===== config.mk =====
export PLATFORM = sky130hd
export DESIGN_NAME = trap_entry
export DESIGN_NICKNAME = d
export VERILOG_FILES = /design/src/rtl/trap_pkg.sv /design/src/rtl/trap_irq_pick.sv /design/src/rtl/trap_route.sv /design/src/rtl/trap_entry.sv
export SDC_FILE = /design/constraint.sdc
export NUM_CORES = 1
export LEC_CHECK = 0
export BUFFER_PORTS_ARGS = -buffer_cell sky130_fd_sc_hd__buf_2
export CAP_MARGIN = 10
export CORE_AREA = 2 2 187 189
export CTS_CLUSTER_DIAMETER = 50
export DETAILED_ROUTE_END_ITERATION = 16
export DIE_AREA = 0 0 189 191
export SLEW_MARGIN = 30
export SYNTH_ARGS = -nofsm -noshare
export SYNTH_HDL_FRONTEND = slang
export SYNTH_SLANG_ARGS = --single-unit

===== constraint.sdc =====
create_clock -name clk -period 4.27 [get_ports clk]
set_input_delay 0.427 -clock clk [delete_from_list [all_inputs] [get_ports clk]]
set_output_delay 0.427 -clock clk [all_outputs]
set_load 0.005 [all_outputs]

===== src/rtl/trap_pkg.sv =====
package trap_pkg;
  localparam logic [1:0] PRIV_U = 2'd0;
  localparam logic [1:0] PRIV_S = 2'd1;
  localparam logic [1:0] PRIV_M = 2'd3;

  localparam int ST_W    = 7;
  localparam int ST_SIE  = 0;
  localparam int ST_MIE  = 1;
  localparam int ST_SPIE = 2;
  localparam int ST_MPIE = 3;
  localparam int ST_SPP  = 4;
  localparam int ST_MPP  = 5;

  localparam logic [2:0] DBG_WHY_SWBP = 3'd1;

  // enable bit that belongs to the privilege being left
  function automatic logic prior_ie(input logic [1:0] p, input logic [ST_W-1:0] st);
    case (p)
      PRIV_M:  return st[ST_MIE];
      PRIV_S:  return st[ST_SIE];
      default: return 1'b0;
    endcase
  endfunction
endpackage


===== src/rtl/trap_irq_pick.sv =====
module trap_irq_pick
  import trap_pkg::*;
#(
  parameter int NIRQ = 12,
  parameter int IW   = 4
) (
  input  logic [NIRQ-1:0] pend,
  input  logic [NIRQ-1:0] en,
  input  logic [NIRQ-1:0] deleg,
  input  logic [1:0]      priv,
  input  logic            mie,
  input  logic            sie,
  output logic            any,
  output logic [IW-1:0]   idx
);
  logic m_ok, s_ok;
  logic [NIRQ-1:0] elig;

  assign m_ok = (priv != PRIV_M) || mie;
  assign s_ok = (priv == PRIV_U) || ((priv == PRIV_S) && sie);

  for (genvar g = 0; g < NIRQ; g++) begin : g_line
    assign elig[g] = pend[g] & en[g] & (deleg[g] ? s_ok : m_ok);
  end

  always_comb begin
    idx = '0;
    for (int i = NIRQ - 1; i >= 0; i--) begin
      if (elig[i]) idx = IW'(i);
    end
  end

  assign any = |elig;
endmodule


===== src/rtl/trap_route.sv =====
module trap_route
  import trap_pkg::*;
#(
  parameter int XLEN = 32,
  parameter int CW   = 6
) (
  input  logic            is_irq,
  input  logic [CW-1:0]   idx,
  input  logic [XLEN-1:0] irq_mask,
  input  logic [XLEN-1:0] exc_mask,
  input  logic [1:0]      priv,
  output logic            to_super
);
  localparam int XW = $clog2(XLEN);
  localparam int WW = XW + CW;

  logic [WW-1:0]   wide;
  logic            in_rng;
  logic [XLEN-1:0] mask;

  assign wide   = {{XW{1'b0}}, idx};
  assign in_rng = wide < WW'(XLEN);
  assign mask   = is_irq ? irq_mask : exc_mask;
  assign to_super = ((priv == PRIV_U) || (priv == PRIV_S)) && in_rng && mask[wide[XW-1:0]];
endmodule


===== src/rtl/trap_entry.sv =====
module trap_entry
  import trap_pkg::*;
#(
  parameter int              XLEN    = 32,
  parameter int              NIRQ    = 12,
  parameter int              CW      = 6,
  parameter int              BKPT    = 3,
  parameter logic [XLEN-1:0] DBG_ROM = 'h800
) (
  input  logic              clk,
  input  logic              rst,
  input  logic [1:0]        priv_i,
  input  logic [6:0]        status_i,
  input  logic [NIRQ-1:0]   irq_pend_i,
  input  logic [NIRQ-1:0]   irq_en_i,
  input  logic [NIRQ-1:0]   irq_deleg_i,
  input  logic [XLEN-1:0]   exc_deleg_i,
  input  logic [XLEN-1:0]   mtvec_i,
  input  logic [XLEN-1:0]   stvec_i,
  input  logic [XLEN-1:0]   epc_i,
  input  logic              exc_req_i,
  input  logic [CW-1:0]     exc_cause_i,
  input  logic              exc_has_addr_i,
  input  logic [XLEN-1:0]   exc_addr_i,
  input  logic              dbg_attached_i,
  output logic              trap_o,
  output logic [XLEN-1:0]   pc_o,
  output logic [1:0]        priv_o,
  output logic [6:0]        status_o,
  output logic [XLEN-1:0]   mcause_o,
  output logic [XLEN-1:0]   mepc_o,
  output logic [XLEN-1:0]   mbad_o,
  output logic [XLEN-1:0]   scause_o,
  output logic [XLEN-1:0]   sepc_o,
  output logic [XLEN-1:0]   sbad_o,
  output logic              dbg_enter_o,
  output logic [2:0]        dbg_cause_o,
  output logic [1:0]        dbg_prv_o,
  output logic [XLEN-1:0]   dpc_o,
  output logic              tlb_flush_o
);
  localparam int IW = (NIRQ > 1) ? $clog2(NIRQ) : 1;

  logic            irq_any;
  logic [IW-1:0]   irq_idx;
  logic            dbg_take, irq_take, exc_norm, trap_norm, to_super;
  logic [CW-1:0]   route_idx;
  logic [XLEN-1:0] cause_val;
  logic [1:0]      next_priv;
  logic [ST_W-1:0] next_st;
  logic            pie;

  trap_irq_pick #(.NIRQ(NIRQ), .IW(IW)) u_pick (
    .pend (irq_pend_i),
    .en   (irq_en_i),
    .deleg(irq_deleg_i),
    .priv (priv_i),
    .mie  (status_i[ST_MIE]),
    .sie  (status_i[ST_SIE]),
    .any  (irq_any),
    .idx  (irq_idx)
  );

  assign route_idx = exc_req_i ? exc_cause_i : CW'(irq_idx);

  trap_route #(.XLEN(XLEN), .CW(CW)) u_route (
    .is_irq  (!exc_req_i),
    .idx     (route_idx),
    .irq_mask({{(XLEN-NIRQ){1'b0}}, irq_deleg_i}),
    .exc_mask(exc_deleg_i),
    .priv    (priv_i),
    .to_super(to_super)
  );

  assign dbg_take  = exc_req_i && (exc_cause_i == CW'(BKPT)) && dbg_attached_i;
  assign exc_norm  = exc_req_i && !dbg_take;
  assign irq_take  = !exc_req_i && irq_any;
  assign trap_norm = exc_norm || irq_take;
  assign cause_val = exc_req_i ? XLEN'(exc_cause_i)
                               : {1'b1, {(XLEN-1-IW){1'b0}}, irq_idx};
  assign pie = prior_ie(priv_i, status_i);

  always_comb begin
    next_st   = status_i;
    next_priv = priv_i;
    if (dbg_take) begin
      next_priv = PRIV_M;
    end else if (trap_norm && to_super) begin
      next_st[ST_SPIE] = pie;
      next_st[ST_SPP]  = priv_i[0];
      next_st[ST_SIE]  = 1'b0;
      next_priv        = PRIV_S;
    end else if (trap_norm) begin
      next_st[ST_MPIE]       = pie;
      next_st[ST_MPP +: 2]   = priv_i;
      next_st[ST_MIE]        = 1'b0;
      next_priv              = PRIV_M;
    end
  end

  always_ff @(posedge clk) begin
    if (rst) begin
      trap_o      <= 1'b0;
      pc_o        <= '0;
      priv_o      <= PRIV_M;
      status_o    <= '0;
      mcause_o    <= '0;
      mepc_o      <= '0;
      mbad_o      <= '0;
      scause_o    <= '0;
      sepc_o      <= '0;
      sbad_o      <= '0;
      dbg_enter_o <= 1'b0;
      dbg_cause_o <= '0;
      dbg_prv_o   <= '0;
      dpc_o       <= '0;
      tlb_flush_o <= 1'b0;
    end else begin
      trap_o      <= trap_norm || dbg_take;
      dbg_enter_o <= dbg_take;
      priv_o      <= next_priv;
      status_o    <= next_st;
      tlb_flush_o <= (trap_norm || dbg_take) && (next_priv != priv_i);
      if (dbg_take) begin
        pc_o        <= DBG_ROM;
        dbg_cause_o <= DBG_WHY_SWBP;
        dbg_prv_o   <= priv_i;
        dpc_o       <= epc_i;
      end else if (trap_norm && to_super) begin
        pc_o     <= stvec_i;
        scause_o <= cause_val;
        sepc_o   <= epc_i;
        if (exc_req_i && exc_has_addr_i) sbad_o <= exc_addr_i;
      end else if (trap_norm) begin
        pc_o     <= mtvec_i;
        mcause_o <= cause_val;
        mepc_o   <= epc_i;
        if (exc_req_i && exc_has_addr_i) mbad_o <= exc_addr_i;
      end
    end
  end
endmodule


==> impl_metrics.json <==
{
  "synth_fa_ha_area_frac": 0,
  "post-route-drc-count": 0,
  "dieWidth_um": 189,
  "finalCoreUtilization": 0.383,
  "hold_path_class": "in2reg",
  "worst_ep_arrival_time_ns": 3.97,
  "drive_above_1_share": 0.364,
  "fmax_ghz": 0.279,
  "leakagePower_nw": 6.18,
  "fin_area_sq_um": 13100,
  "final.setup.tns_ns": 0,
  "r2r-end": "scause_o[1]$_SDFFE_PP0P_",
  "grt_pass1_vias": 8590,
  "whs_ns": 0.132,
  "start_util": 0.284,
  "worst_slack_ns": 0.681,
  "ctsResizeCount": 0,
  "fin_skew_ns": 0,
  "dp_hpwl_mm": 25.1,
  "synth-seq-area-share": 0.456,
  "cp_max_fo": 32,
  "synth_mux_area_frac": 0.196,
  "nets": 1671,
  "drtPass1Iterations": 6,
  "holdPathEnd": "status_o[4]$_SDFF_PP0_",
  "antenna_found_initial": 0,
  "numCtsBuffers": 29,
  "hold_viol_final": 0,
  "rsz0062_at_grt": "false",
  "r2r_start": "scause_o[1]$_SDFFE_PP0P_",
  "wl_mm": 33.1,
  "grt_overflow": 0,
  "path_buf_inv": 3,
  "worstHoldStart": "status_i[4]",
  "clk_path_buf_depth": 3,
  "layout_min_cycle_time_ns": 3.59,
  "p_per_area_nw_per_um2": 428,
  "die_height_um": 191,
  "grt_first_pass_wirelength_mm": 49.3,
  "layout_common_cells": "buf_2 (435), dfxtp_1 (221), mux2i_1 (183)",
  "cts_tree": "yes",
  "holdPathStages": 3,
  "reg2regPathDepth": 2,
  "worstSetupStartpointType": "primary input",
  "end_kind": "register",
  "cts_setup_buffers": 0,
  "io_pins": 489,
  "critPathTopFamily": "compound AO/OA/AOI/OAI gates",
  "netlist_instances": 1031,
  "async_flop_share": 0,
  "synth-simple-area-share": 0.141,
  "clock_sinks": 221,
  "drt_iter0_markers": 301,
  "cts-root-buf": "clkbuf_16",
  "core_area_sq_um": 34100,
  "crit_slowest_cell": "mux4_2",
  "io_buffers": 436,
  "gp_congestion": 0.933,
  "place_ws_ns": 0.0968,
  "rows": 68,
  "worstPathCellList": "buf_2 -> nor2b_1 -> buf_4 -> o221a_1 -> o31a_1 -> o221a_4 -> nor2_4 -> mux4_2 -> mux2i_1 -> nor2_1 -> o21ai_2 -> nand4_2 -> buf_4 -> mux2i_1 -> nor2_1",
  "cp_data_required_time_ns": 4.65,
  "worstMarginPinSlew_ns": 1.02,
  "syn_area_sq_um": 9700,
  "grt.total_usage": 0.173,
  "die-area_sq_um": 36100,
  "drv_slew": 0,
  "grt_start_max_net_pins": 172,
  "yosysWarnings": 0,
  "antenna_cells": 0,
  "ant_nets": 0,
  "slowest_delay_ns": 0.54,
  "peakVddDrop_v": 0.000277,
  "cts_hold_buffers": 0,
  "crit_type": "in2reg",
  "relSlewSlack": 0.323,
  "syn_avg_cell_area_sq_um": 9.41,
  "ys_ff_latch": 221,
  "cts.htree.levels": 1,
  "max-cap-violations": 0,
  "num-fill-cells": 3549,
  "wl_per_cell_um": 17.2,
  "reg2reg_slack_ns": 3.57,
  "vias": 8869,
  "synth_ff_type": "dfxtp_1",
  "avgViaCountPerCell": 4.60,
  "ys_types": 69,
  "place_area_sq_um": 12200,
  "synth_top_family_by_area": "multiplexers",
  "areaGrowthSynthToFinish_pct": 34.6,
  "path_clk_slew_ns": 0.06,
  "status": "finished clean",
  "final_common_cell": "buf_2",
  "synth-xor-area-share": 0,
  "finalCritPeriodShare": 0.841,
  "synth_compound_area_frac": 0.126,
  "clk_latency_ns": 0.53,
  "setup_viol": 0,
  "synth-edff-count": 0
}
## sequential cells by signal (all words and copies together) (netlist names), 7 cells and up
| register | flops |
|---|---|
| dpc_o | 32 |
| mepc_o | 32 |
| sbad_o | 32 |
| scause_o | 7 |
| mbad_o | 32 |
| pc_o | 32 |
| mcause_o | 7 |
| sepc_o | 32 |
| status_o | 7 |
## cell type report
type | count | area (sq um) | share of cell area
tap | 455 | 569 | 0.0436
multi-input combinational | 739 | 4710 | 0.361
sequential | 221 | 4420 | 0.339
inverter | 3 | 11.3 | 0.000863
timing repair buffer | 461 | 2450 | 0.188
clock inverter | 15 | 133 | 0.0102
clock buffer | 36 | 752 | 0.0576
## worst min-delay path, stage by stage
cell and delay, ns:
buf_2 0.07, mux2i_1 0.05, nor2_1 0.07
## per-layer routing
metal | share of wire | up-vias | track usage
met5 | 0 | - | 0
met4 | 0.034 | 0 | 0.0610
met3 | 0.067 | 64 | 0.0375
met2 | 0.49 | 355 | 0.304
met1 | 0.41 | 4114 | 0.207
li1 | - | 4336 | -
## worst max-delay path by stage
stage	from	end	cells past startpoint
floorplan	priv_i[0]	mbad_o[10]$_SDFFE_PP0P_	14
global placement	priv_i[0]	sepc_o[19]$_SDFFE_PP0P_	16
detailed placement	priv_i[0]	sepc_o[7]$_SDFFE_PP0P_	16
CTS	priv_i[0]	sepc_o[12]$_SDFFE_PP0P_	16
global route	priv_i[0]	sepc_o[9]$_SDFFE_PP0P_	16
finish	priv_i[0]	mbad_o[31]$_SDFFE_PP0P_	15
## cell usage after synthesis, drive strengths merged, types with 2 or more instances
cell / instances / area share
dfxtp: 221 / 0.46
mux2i: 183 / 0.19
nor2: 167 / 0.065
nand2: 95 / 0.037
buf: 80 / 0.065
a21oi: 76 / 0.042
o21ai: 40 / 0.021
clkbuf: 39 / 0.015
nand3: 16 / 0.0083
a211oi: 12 / 0.012
nand3b: 9 / 0.0070
nand4: 6 / 0.0045
o21a: 6 / 0.0046
o22ai: 6 / 0.0045
a22oi: 5 / 0.0039
o2111ai: 5 / 0.0045
or2: 5 / 0.0032
a22o: 4 / 0.0036
a32o: 3 / 0.0031
and3b: 3 / 0.0027
inv: 3 / 0.0012
o221a: 3 / 0.0044
o22a: 3 / 0.0027
a211o: 2 / 0.0018
a21boi: 2 / 0.0019
a21o: 2 / 0.0015
a31oi: 2 / 0.0019
a32oi: 2 / 0.0018
a41oi: 2 / 0.0018
and2: 2 / 0.0013
mux2: 2 / 0.0023
mux4: 2 / 0.0046
nor2b: 2 / 0.0013
nor3: 2 / 0.0022
nor3b: 2 / 0.0015
nor4bb: 2 / 0.0021
## per-stage QoR
step / total power, mW / std cells
finish: 5.59 / 1930
global route: 5.85 / 1930
CTS: 5.67 / 1930
detailed placement: 3.40 / 1879
global placement: 3.38 / 1879
floorplan: 2.98 / 1082
## kinds of logic (layout without fill, tap and decap cells)
| family | count (synthesis) | count (layout) |
|---|---|---|
| other cells | 1 | 52 |
| flops | 221 | 221 |
| mux | 187 | 187 |
| buf+inv | 122 | 515 |
| compound gates | 184 | 184 |
| simple gates | 316 | 316 |
## power breakdown
group / switching [mW] / total, mW / leakage, nW / internal [mW]
Sequential: 0.0700 / 2.28 / 1.81 / 2.21
Clock: 0.931 / 2.25 / 0.423 / 1.32
Combinational: 0.569 / 1.06 / 3.95 / 0.491
Power figures use the tool's default switching activity.
